## config.mk

```make
export PLATFORM = sky130hd
export DESIGN_NAME = resCalLoop
export DESIGN_NICKNAME = d
export VERILOG_FILES = /design/src/rtl/resCalPkg.sv /design/src/rtl/resCalCtrl.sv /design/src/rtl/resCalGrad.sv /design/src/rtl/resCalSkip.sv /design/src/rtl/resCalDatapath.sv /design/src/rtl/resCalLoop.sv
export SDC_FILE = /design/constraint.sdc
export NUM_CORES = 1
export LEC_CHECK = 0
export ABC_CLOCK_PERIOD_IN_PS = 12800
export BUFFER_PORTS_ARGS = -buffer_cell sky130_fd_sc_hd__buf_4
export CAP_MARGIN = 20
export CORE_MARGIN = 4
export CORE_UTILIZATION = 49
export CTS_CLUSTER_SIZE = 16
export DETAILED_ROUTE_END_ITERATION = 12
export GPL_TIMING_DRIVEN = 0
export PLACE_DENSITY = 0.65
export SYNTH_ARGS = -nofsm -noshare
export SYNTH_HDL_FRONTEND = slang
export SYNTH_HIERARCHICAL = 1
export SYNTH_SLANG_ARGS = --single-unit
```

## constraint.sdc

```tcl
create_clock -name clk -period 12.8 [get_ports clk]
set_clock_uncertainty 0.15 [all_clocks]
set_input_delay 1.28 -clock clk [delete_from_list [all_inputs] [get_ports clk]]
set_output_delay 1.28 -clock clk [all_outputs]
set_load 0.01 [all_outputs]
```

## src/rtl/resCalPkg.sv

```systemverilog
package resCalPkg;
  // strobes from the control half to the datapath half
  typedef struct packed {
    logic upd;
  } calStrobeT;
endpackage

```

## src/rtl/resCalCtrl.sv

```systemverilog
module resCalCtrl
  import resCalPkg::*;
#(
  parameter int SETTLE_CYC = 4
) (
  input  logic      clk,
  input  logic      rstN,
  input  logic      lockIn,
  input  logic      calEn,
  output calStrobeT strobe
);
  localparam int CW = $clog2(SETTLE_CYC + 1);
  localparam logic [CW-1:0] CNT_TOP = CW'(SETTLE_CYC);

  logic          armed;
  logic [CW-1:0] settleCnt;

  assign armed = lockIn && calEn;

  // counts consecutive armed edges, saturating at the window length
  always_ff @(posedge clk) begin
    if (!rstN) begin
      settleCnt <= '0;
    end else if (!armed) begin
      settleCnt <= '0;
    end else if (settleCnt != CNT_TOP) begin
      settleCnt <= settleCnt + 1'b1;
    end
  end

  always_comb begin
    strobe     = '0;
    strobe.upd = armed && (settleCnt == CNT_TOP);
  end
endmodule

```

## src/rtl/resCalGrad.sv

```systemverilog
module resCalGrad #(
  parameter int PHE_W    = 12,
  parameter int FRAC_W   = 8,
  parameter int MU_SHIFT = 10
) (
  input  logic signed [PHE_W-1:0]    phaseErr,
  input  logic        [FRAC_W-1:0]   fracPhase,
  output logic signed [PHE_W+FRAC_W:0] stepVal
);
  localparam int PROD_W = PHE_W + FRAC_W + 1;
  localparam logic signed [FRAC_W:0] FRAC_MID = {2'b01, {(FRAC_W-1){1'b0}}};

  logic signed [FRAC_W:0]   fracCtr;
  logic signed [PROD_W-1:0] grad;

  always_comb begin
    fracCtr = $signed({1'b0, fracPhase}) - FRAC_MID;
    grad    = PROD_W'(phaseErr) * PROD_W'(fracCtr);
    stepVal = grad >>> MU_SHIFT;
  end
endmodule

```

## src/rtl/resCalSkip.sv

```systemverilog
module resCalSkip #(
  parameter int TTW_W = 12
) (
  input  logic             clk,
  input  logic             rstN,
  input  logic [TTW_W-1:0] ttw,
  output logic             skipQ
);
  localparam int AW = TTW_W - 1;

  logic [AW-1:0] acc;
  logic [AW-1:0] excess;
  logic [AW:0]   sum;

  always_comb begin
    excess = ttw[TTW_W-1] ? ttw[AW-1:0] : '0;
    sum    = {1'b0, acc} + {1'b0, excess};
  end

  // first-order accumulator: the carry marks a skipped switching cycle
  always_ff @(posedge clk) begin
    if (!rstN) begin
      acc   <= '0;
      skipQ <= 1'b0;
    end else begin
      acc   <= sum[AW-1:0];
      skipQ <= sum[AW];
    end
  end
endmodule

```

## src/rtl/resCalDatapath.sv

```systemverilog
module resCalDatapath
  import resCalPkg::*;
#(
  parameter int PHE_W    = 12,
  parameter int FRAC_W   = 8,
  parameter int TTW_W    = 12,
  parameter int MU_SHIFT = 10
) (
  input  logic                    clk,
  input  logic                    rstN,
  input  calStrobeT               strobe,
  input  logic signed [PHE_W-1:0] phaseErr,
  input  logic [FRAC_W-1:0]       fracPhase,
  output logic [TTW_W-1:0]        ttwQ,
  output logic                    skipQ
);
  localparam int PROD_W = PHE_W + FRAC_W + 1;
  localparam int NW = ((PROD_W > TTW_W) ? PROD_W : TTW_W) + 2;
  localparam logic [TTW_W-1:0] TTW_MID = {1'b1, {(TTW_W-1){1'b0}}};
  localparam logic signed [NW-1:0] TTW_TOP = NW'((1 << TTW_W) - 1);

  logic signed [PROD_W-1:0] stepVal;
  logic signed [NW-1:0]     ttwExt;
  logic signed [NW-1:0]     stepExt;
  logic signed [NW-1:0]     cand;
  logic [TTW_W-1:0]         ttwNext;

  resCalGrad #(
    .PHE_W   (PHE_W),
    .FRAC_W  (FRAC_W),
    .MU_SHIFT(MU_SHIFT)
  ) u_grad (
    .phaseErr (phaseErr),
    .fracPhase(fracPhase),
    .stepVal  (stepVal)
  );

  // subtract the step and clamp to the tuning range
  always_comb begin
    ttwExt  = $signed(NW'({1'b0, ttwQ}));
    stepExt = NW'(stepVal);
    cand    = ttwExt - stepExt;
    if (cand < 0) begin
      ttwNext = '0;
    end else if (cand > TTW_TOP) begin
      ttwNext = '1;
    end else begin
      ttwNext = cand[TTW_W-1:0];
    end
  end

  always_ff @(posedge clk) begin
    if (!rstN) begin
      ttwQ <= TTW_MID;
    end else if (strobe.upd) begin
      ttwQ <= ttwNext;
    end
  end

  resCalSkip #(
    .TTW_W(TTW_W)
  ) u_skip (
    .clk  (clk),
    .rstN (rstN),
    .ttw  (ttwQ),
    .skipQ(skipQ)
  );
endmodule

```

## src/rtl/resCalLoop.sv

```systemverilog
module resCalLoop
  import resCalPkg::*;
#(
  parameter int PHE_W      = 12,
  parameter int FRAC_W     = 8,
  parameter int TTW_W      = 12,
  parameter int MU_SHIFT   = 10,
  parameter int SETTLE_CYC = 4
) (
  input  logic                    clk,
  input  logic                    rstN,
  input  logic                    lockIn,
  input  logic                    calEn,
  input  logic signed [PHE_W-1:0] phaseErr,
  input  logic [FRAC_W-1:0]       fracPhase,
  output logic [TTW_W-1:0]        ttwOut,
  output logic                    skipOut
);
  calStrobeT strobe;

  resCalCtrl #(
    .SETTLE_CYC(SETTLE_CYC)
  ) u_ctrl (
    .clk   (clk),
    .rstN  (rstN),
    .lockIn(lockIn),
    .calEn (calEn),
    .strobe(strobe)
  );

  resCalDatapath #(
    .PHE_W   (PHE_W),
    .FRAC_W  (FRAC_W),
    .TTW_W   (TTW_W),
    .MU_SHIFT(MU_SHIFT)
  ) u_dp (
    .clk      (clk),
    .rstN     (rstN),
    .strobe   (strobe),
    .phaseErr (phaseErr),
    .fracPhase(fracPhase),
    .ttwQ     (ttwOut),
    .skipQ    (skipOut)
  );
endmodule

```

==> flow_summary.toml, run 1 <==
[layout]
fin_area_sq_mm = 0.00669
area_growth_syn_to_layout_pct = 8.52
multi_input_area_sq_mm = 0.00505
regArea_sq_um = 541
drive_gt1_share_pct = 11.2
nets = 916
n_antenna_cell = 0
fill_cells = 1157

[routing]
wl_per_cell_microns = 14.3
routed_via_density = 5.28
initialDrtViolationCount = 228
drc = 0
drtAntennaViolNets = 0
route.vias.total = 4770
wirelength_mm = 12.9
drt_pre_antenna_iters = 5

[clocking]
clock_path_buffers = 2
htreeDepth = 1
postCtsSetupRepairBufs = 0
cts-resized-gates = 0
cts-hold-fix-buffers = 0
numCtsBuffers = 3
cts_root_buf = "clkbuf_16"
cts_tree = "done"
cts_sinks = 27
clkLatencyLatePin_ps = 260
path_clk_slew_ps = 70

[placed_design]
place_area_sq_mm = 0.00661
place_ws_ps = 3210
gp_congestion = 0.899
io_buffers = 31
place_hpwl_mm = 11.0

[sta]
setup_slack_ps = 3600
max_freq_mhz = 109
tightestPinTransition_ps = 878
setup_viol = 0
fin_setup_tns_ps = 0
final_hold_viol_count = 0
grt_setup_unrepaired = "false"
min_period_ps = 9200
max_slew_margin_pct = 41.0
period_share_pct = 71.8
drv_slew = 0

[floorplanning]
start_util_pct = 50.7
core_area_sq_mm = 0.0122
die_w_microns = 120
die-area_sq_mm = 0.0144
placementRows = 40
die_height_microns = 120
pin_count = 37

[synthesis]
syn_inst = 700
synthFlopType = "dfxtp_1"
synth-seq-cells = 27
synth.distinct_cells = 68
ys_seq_area_share_pct = 8.76
ys_async_sr_fraction_pct = 0
ys_warn_count = 6
syn-mean-instance-area_sq_um = 8.81
syn-cell-area_sq_mm = 0.00617
synth-edff-count = 0
synth_fp_nets = 880

[critical_path]
path_class = "in2reg"
worst_setup_path_end_kind = "flip-flop"
critPathArrivalTime_ps = 9180
critPathMaxStageDelay_ps = 720
path_buf_inv = 9
cp.required_ps = 12780
crit_family = "adder cells"
r2r_setup_slack_ps = 9420
crit_fanout = 11
worst_path_most_repeated_cell = "inv_1"
crit_slowest_cell = "xnor2_1"
crit_path_start_kind = "primary input"

[global_routing]
grtUsageTotal_pct = 18.4
grt_pass1_vias = 4933
grt-ovfl-total = 0
grt_max_degree = 17
antenna_found_initial = 0
grt_first_pass_wirelength_mm = 22.5

[worst_hold_path]
hold_path.class = "reg2reg"

[job]
maxCapViolCount = 0

[run_status]
status = "finished clean"
-- per-layer routing --
metal	track usage (%)	vias up	routed length, microns
li1	-	2328	-
met1	25.1	2348	5690
met2	32.8	84	6640
met3	1.73	10	435
met4	2.22	0	116
met5	0	-	0
-- logic make-up (layout without fill, tap and decap cells) --
group	count (synthesis)	after routing	synth area share, %
muxes	2	2	0.325
buffers and inverters	143	178	9.43
and+or+nand+nor	228	228	19.4
AOI/OAI and AO/OA	107	107	13.9
adders and majority gates	156	156	43.0
xor gates and xnor gates	37	37	5.25
DFF	27	27	8.76
-- tightest hold or removal path, stage by stage, from the launching register on --
cell,delay (ps)
dfxtp_1,320
nand3_1,60
a21oi_1,50
-- through the flow --
stage               hold slack [ps]  util [%]  cells
floorplan                       310         -    700
global placement                319      54.4    899
detailed placement              328      54.4    899
CTS                             337      55.0    903
global route                    357      55.0    903
finish                          336      55.0    903
-- cells in the mapped netlist, types with 6 or more instances --
master	instances	share of area, %
dfxtp_1	27	8.8
nor2_1	31	1.9
or2_2	6	0.61
xnor2_1	26	3.7
o21ai_1	10	0.81
clkbuf_1	19	1.2
xor2_1	11	1.6
a21o_1	9	1.1
a21oi_1	21	1.7
fa_1	93	30
nor3_1	6	0.49
ha_1	63	13
inv_1	113	6.9
nor2b_1	12	1.2
and2_1	48	4.9
a2111oi_2	7	1.7
nand2b_1	10	1.0
o21ai_0	12	0.97
buf_4	10	1.2
nand2_1	82	5.0
-- layout by cell type (no fill, tap or decap), types with 3 or more instances in the layout --
cell type	count
ha_1	63
nor2_1	31
buf_4	41
nor3_1	6
o21ai_0	12
or2_2	6
o31ai_1	3
clkbuf_1	19
nor2b_1	12
a2111oi_2	7
clkbuf_16	3
o21ai_1	10
and2_1	48
a211oi_1	3
xnor2_1	26
or3_1	5
a21oi_1	21
nand2b_1	10
nand2_1	82
o21bai_1	5
and3_1	3
xor2_1	11
a21o_1	9
a31oi_1	4
nand3_1	5
inv_1	113
fa_1	93
dfxtp_1	27
-- state kept, by name (all words and copies together), names as in the netlist --
name               flops
u_dp/ttwQ             12
u_dp/u_skip/skipQ      1
u_dp/u_skip/acc       11
u_ctrl/settleCnt       3
-- worst paths after layout --
path / startpoint / end / cells after the start
hold reg to reg: u_ctrl/settleCnt[1] / u_ctrl/settleCnt[1] / 2
setup / recovery: fracPhase[1] / u_dp/ttwQ[11] / 29
setup reg to reg: u_dp/ttwQ[0] / u_dp/ttwQ[11] / 12
hold / removal: u_ctrl/settleCnt[1] / u_ctrl/settleCnt[1] / 2
-- layout make-up --
class                           instances  area share, %
Buffer                                 30           2.36
Clock buffer                            3           1.12
Clock inverter                          1          0.112
Inverter                              113           6.34
Multi-Input combinational cell        530           75.4
Sequential cell                        27           8.07
Tap cell                              168           3.14
Timing Repair Buffer                   31           3.48
Power of run 1 is left out: the tool's default activity adds up to more than one toggle a clock period on the data nets, which glitch-free logic cannot reach.
==> run 2: changes to the inputs <==
- ABC_CLOCK_PERIOD_IN_PS: 12800 -> 7500
- PLACE_DENSITY: 0.65 -> 0.68
- clock period: 12.8 -> 7.5 ns (I/O delays scaled with it)
==> run 2 against run 1 <==
- via count up 5.4%
- worst setup slack worse by 3700 ps
- non-clock buffer count up 23
- register-to-register slack worse by 5000 ps
- utilization up 6.9 points
- the flow now finishes with violations (setup timing)
- count of clock-buffer cells in the layout unchanged
- cell count up 2.7%
- global-route usage up 1.4 points
- critical path depth down 1
==> flow_summary.toml, run 2 (synthesis gave the netlist of run 1 again) <==
[global_routing]
grtUsageTotal_pct = 19.8
grt_first_pass_wirelength_mm = 24.0
grt_pass1_vias = 5096
grt-ovfl-total = 0
grt_max_degree = 16
antenna_found_initial = 0

[critical_path]
crit_family = "adder cells"
crit_path_start_kind = "primary input"
r2r_start = "u_dp/ttwQ[0]"
critPathArrivalTime_ps = 7540
crit_slowest_cell = "fa_1"
critPathMaxStageDelay_ps = 530
crit_end = "u_dp/ttwQ[10]"
path_buf_inv = 9
crit_start = "fracPhase[7]"
path_class = "in2reg"
cp.required_ps = 7490
worst_r2r_endpoint = "u_dp/ttwQ[4]"
r2r_setup_slack_ps = 4410
r2r_cells = 14
worst_setup_path_end_kind = "flip-flop"
cp_num_cells = 28
crit_fanout = 6
worst_path_most_repeated_cell = "fa_1"

[routing]
drc = 0
drtAntennaViolNets = 0
routed_via_density = 5.42
wirelength_mm = 14.3
initialDrtViolationCount = 236
route.vias.total = 5027
wl_per_cell_microns = 15.4
drt_pre_antenna_iters = 4

[placed_design]
place_inst = 899
place_hpwl_mm = 10.9
place_ws_ps = -883
place_area_sq_mm = 0.00667
io_buffers = 31
gp_congestion = 0.880

[layout]
reg.largest.list = "u_dp/ttwQ x12, u_dp/u_skip/acc x11, u_ctrl/settleCnt x3"
fill_cells = 1039
top_register = "u_dp/ttwQ"
nets = 940
final_common_cell = "inv_1"
area_growth_syn_to_layout_pct = 22.2
layout.cells.non_filler = 927
fin_area_sq_mm = 0.00754
n_antenna_cell = 0
final_cell_mix = "108 x inv_1, 89 x fa_1, 82 x nand2_1"
drive_gt1_share_pct = 22.8
final_util_pct = 62.0
largest_reg_flops = 12

[floorplanning]
pin_count = 37
core_area_sq_mm = 0.0122
placementRows = 40
die_height_microns = 120
die_w_microns = 120
die-area_sq_mm = 0.0144
start_util_pct = 50.7

[clocking]
numCtsBuffers = 3
cts_sinks = 27
cts-hold-fix-buffers = 0
cts_root_buf = "clkbuf_16"
cts_tree = "done"
clkLatencyLatePin_ps = 260
clock_path_buffers = 2
path_clk_slew_ps = 70
htreeDepth = 1

[sta]
setup_viol = 7
grt_setup_unrepaired = "true"
setup_slack_ps = -48.7
tightestPinTransition_ps = 634
max_slew_margin_pct = 57.6
period_share_pct = 101
final_hold_viol_count = 0
drv_slew = 0
min_period_ps = 7550
max_freq_mhz = 132

[run_status]
failed_checks = "setup timing"
status = "finished with violations"

[worst_hold_path]
hold_path.class = "reg2reg"

[job]
maxCapViolCount = 0
## run 2: worst min path at each step
stage / cells after the start / from / slack, ps / end
after floorplan: 2 / u_ctrl/settleCnt[1] / 310 / u_ctrl/settleCnt[1]
after global placement: 2 / u_ctrl/settleCnt[1] / 320 / u_ctrl/settleCnt[1]
after detailed placement: 2 / u_dp/ttwQ[4] / 360 / u_dp/ttwQ[4]
after CTS: 2 / u_ctrl/settleCnt[1] / 370 / u_ctrl/settleCnt[1]
after global routing: 2 / u_ctrl/settleCnt[0] / 410 / u_ctrl/settleCnt[0]
final: 2 / u_ctrl/settleCnt[1] / 370 / u_ctrl/settleCnt[1]
## run 2: tightest hold or removal path: stages (launching register included)
cell and delay, ps:
dfxtp_1 340, nand3_1 80, a21oi_1 60
## run 2: stage by stage
stage          TNS [ps]  hold WS, ps
2_1_floorplan         0          310
3_3_place_gp      -8570          320
3_5_place_dp     -10180          363
4_1_cts            -318          374
5_1_grt           -2890          410
6_report           -148          370
## run 2: routing by layer
| layer | vias up | share of wire, % | global-route usage [%] |
|---|---|---|---|
| met5 | - | 0 | 0 |
| met4 | 0 | 2.0 | 4.22 |
| met3 | 28 | 3.2 | 2.67 |
| met2 | 97 | 52 | 34.0 |
| met1 | 2520 | 43 | 26.9 |
| li1 | 2382 | - | - |
## run 2: area by class of cell
cell class              count  area (sq um)  area share, %
clock buffers               3          75.1          0.996
clock inverters             1          5.00         0.0664
multi-input cells         531          5570           73.9
plain buffers              22           181           2.41
repair buffers             62           534           7.09
well taps                 168           210           2.79
flip-flops and latches     27           541           7.17
inverters                 113           424           5.63
## run 2: timing repair
item	in CTS	in global routing
endpoints found under the setup margin	12	12
setup buffers	22	9
pin swaps	33	37
cloned	1	0
gates resized for setup	53	56
Power of run 2 is left out for the same reason.
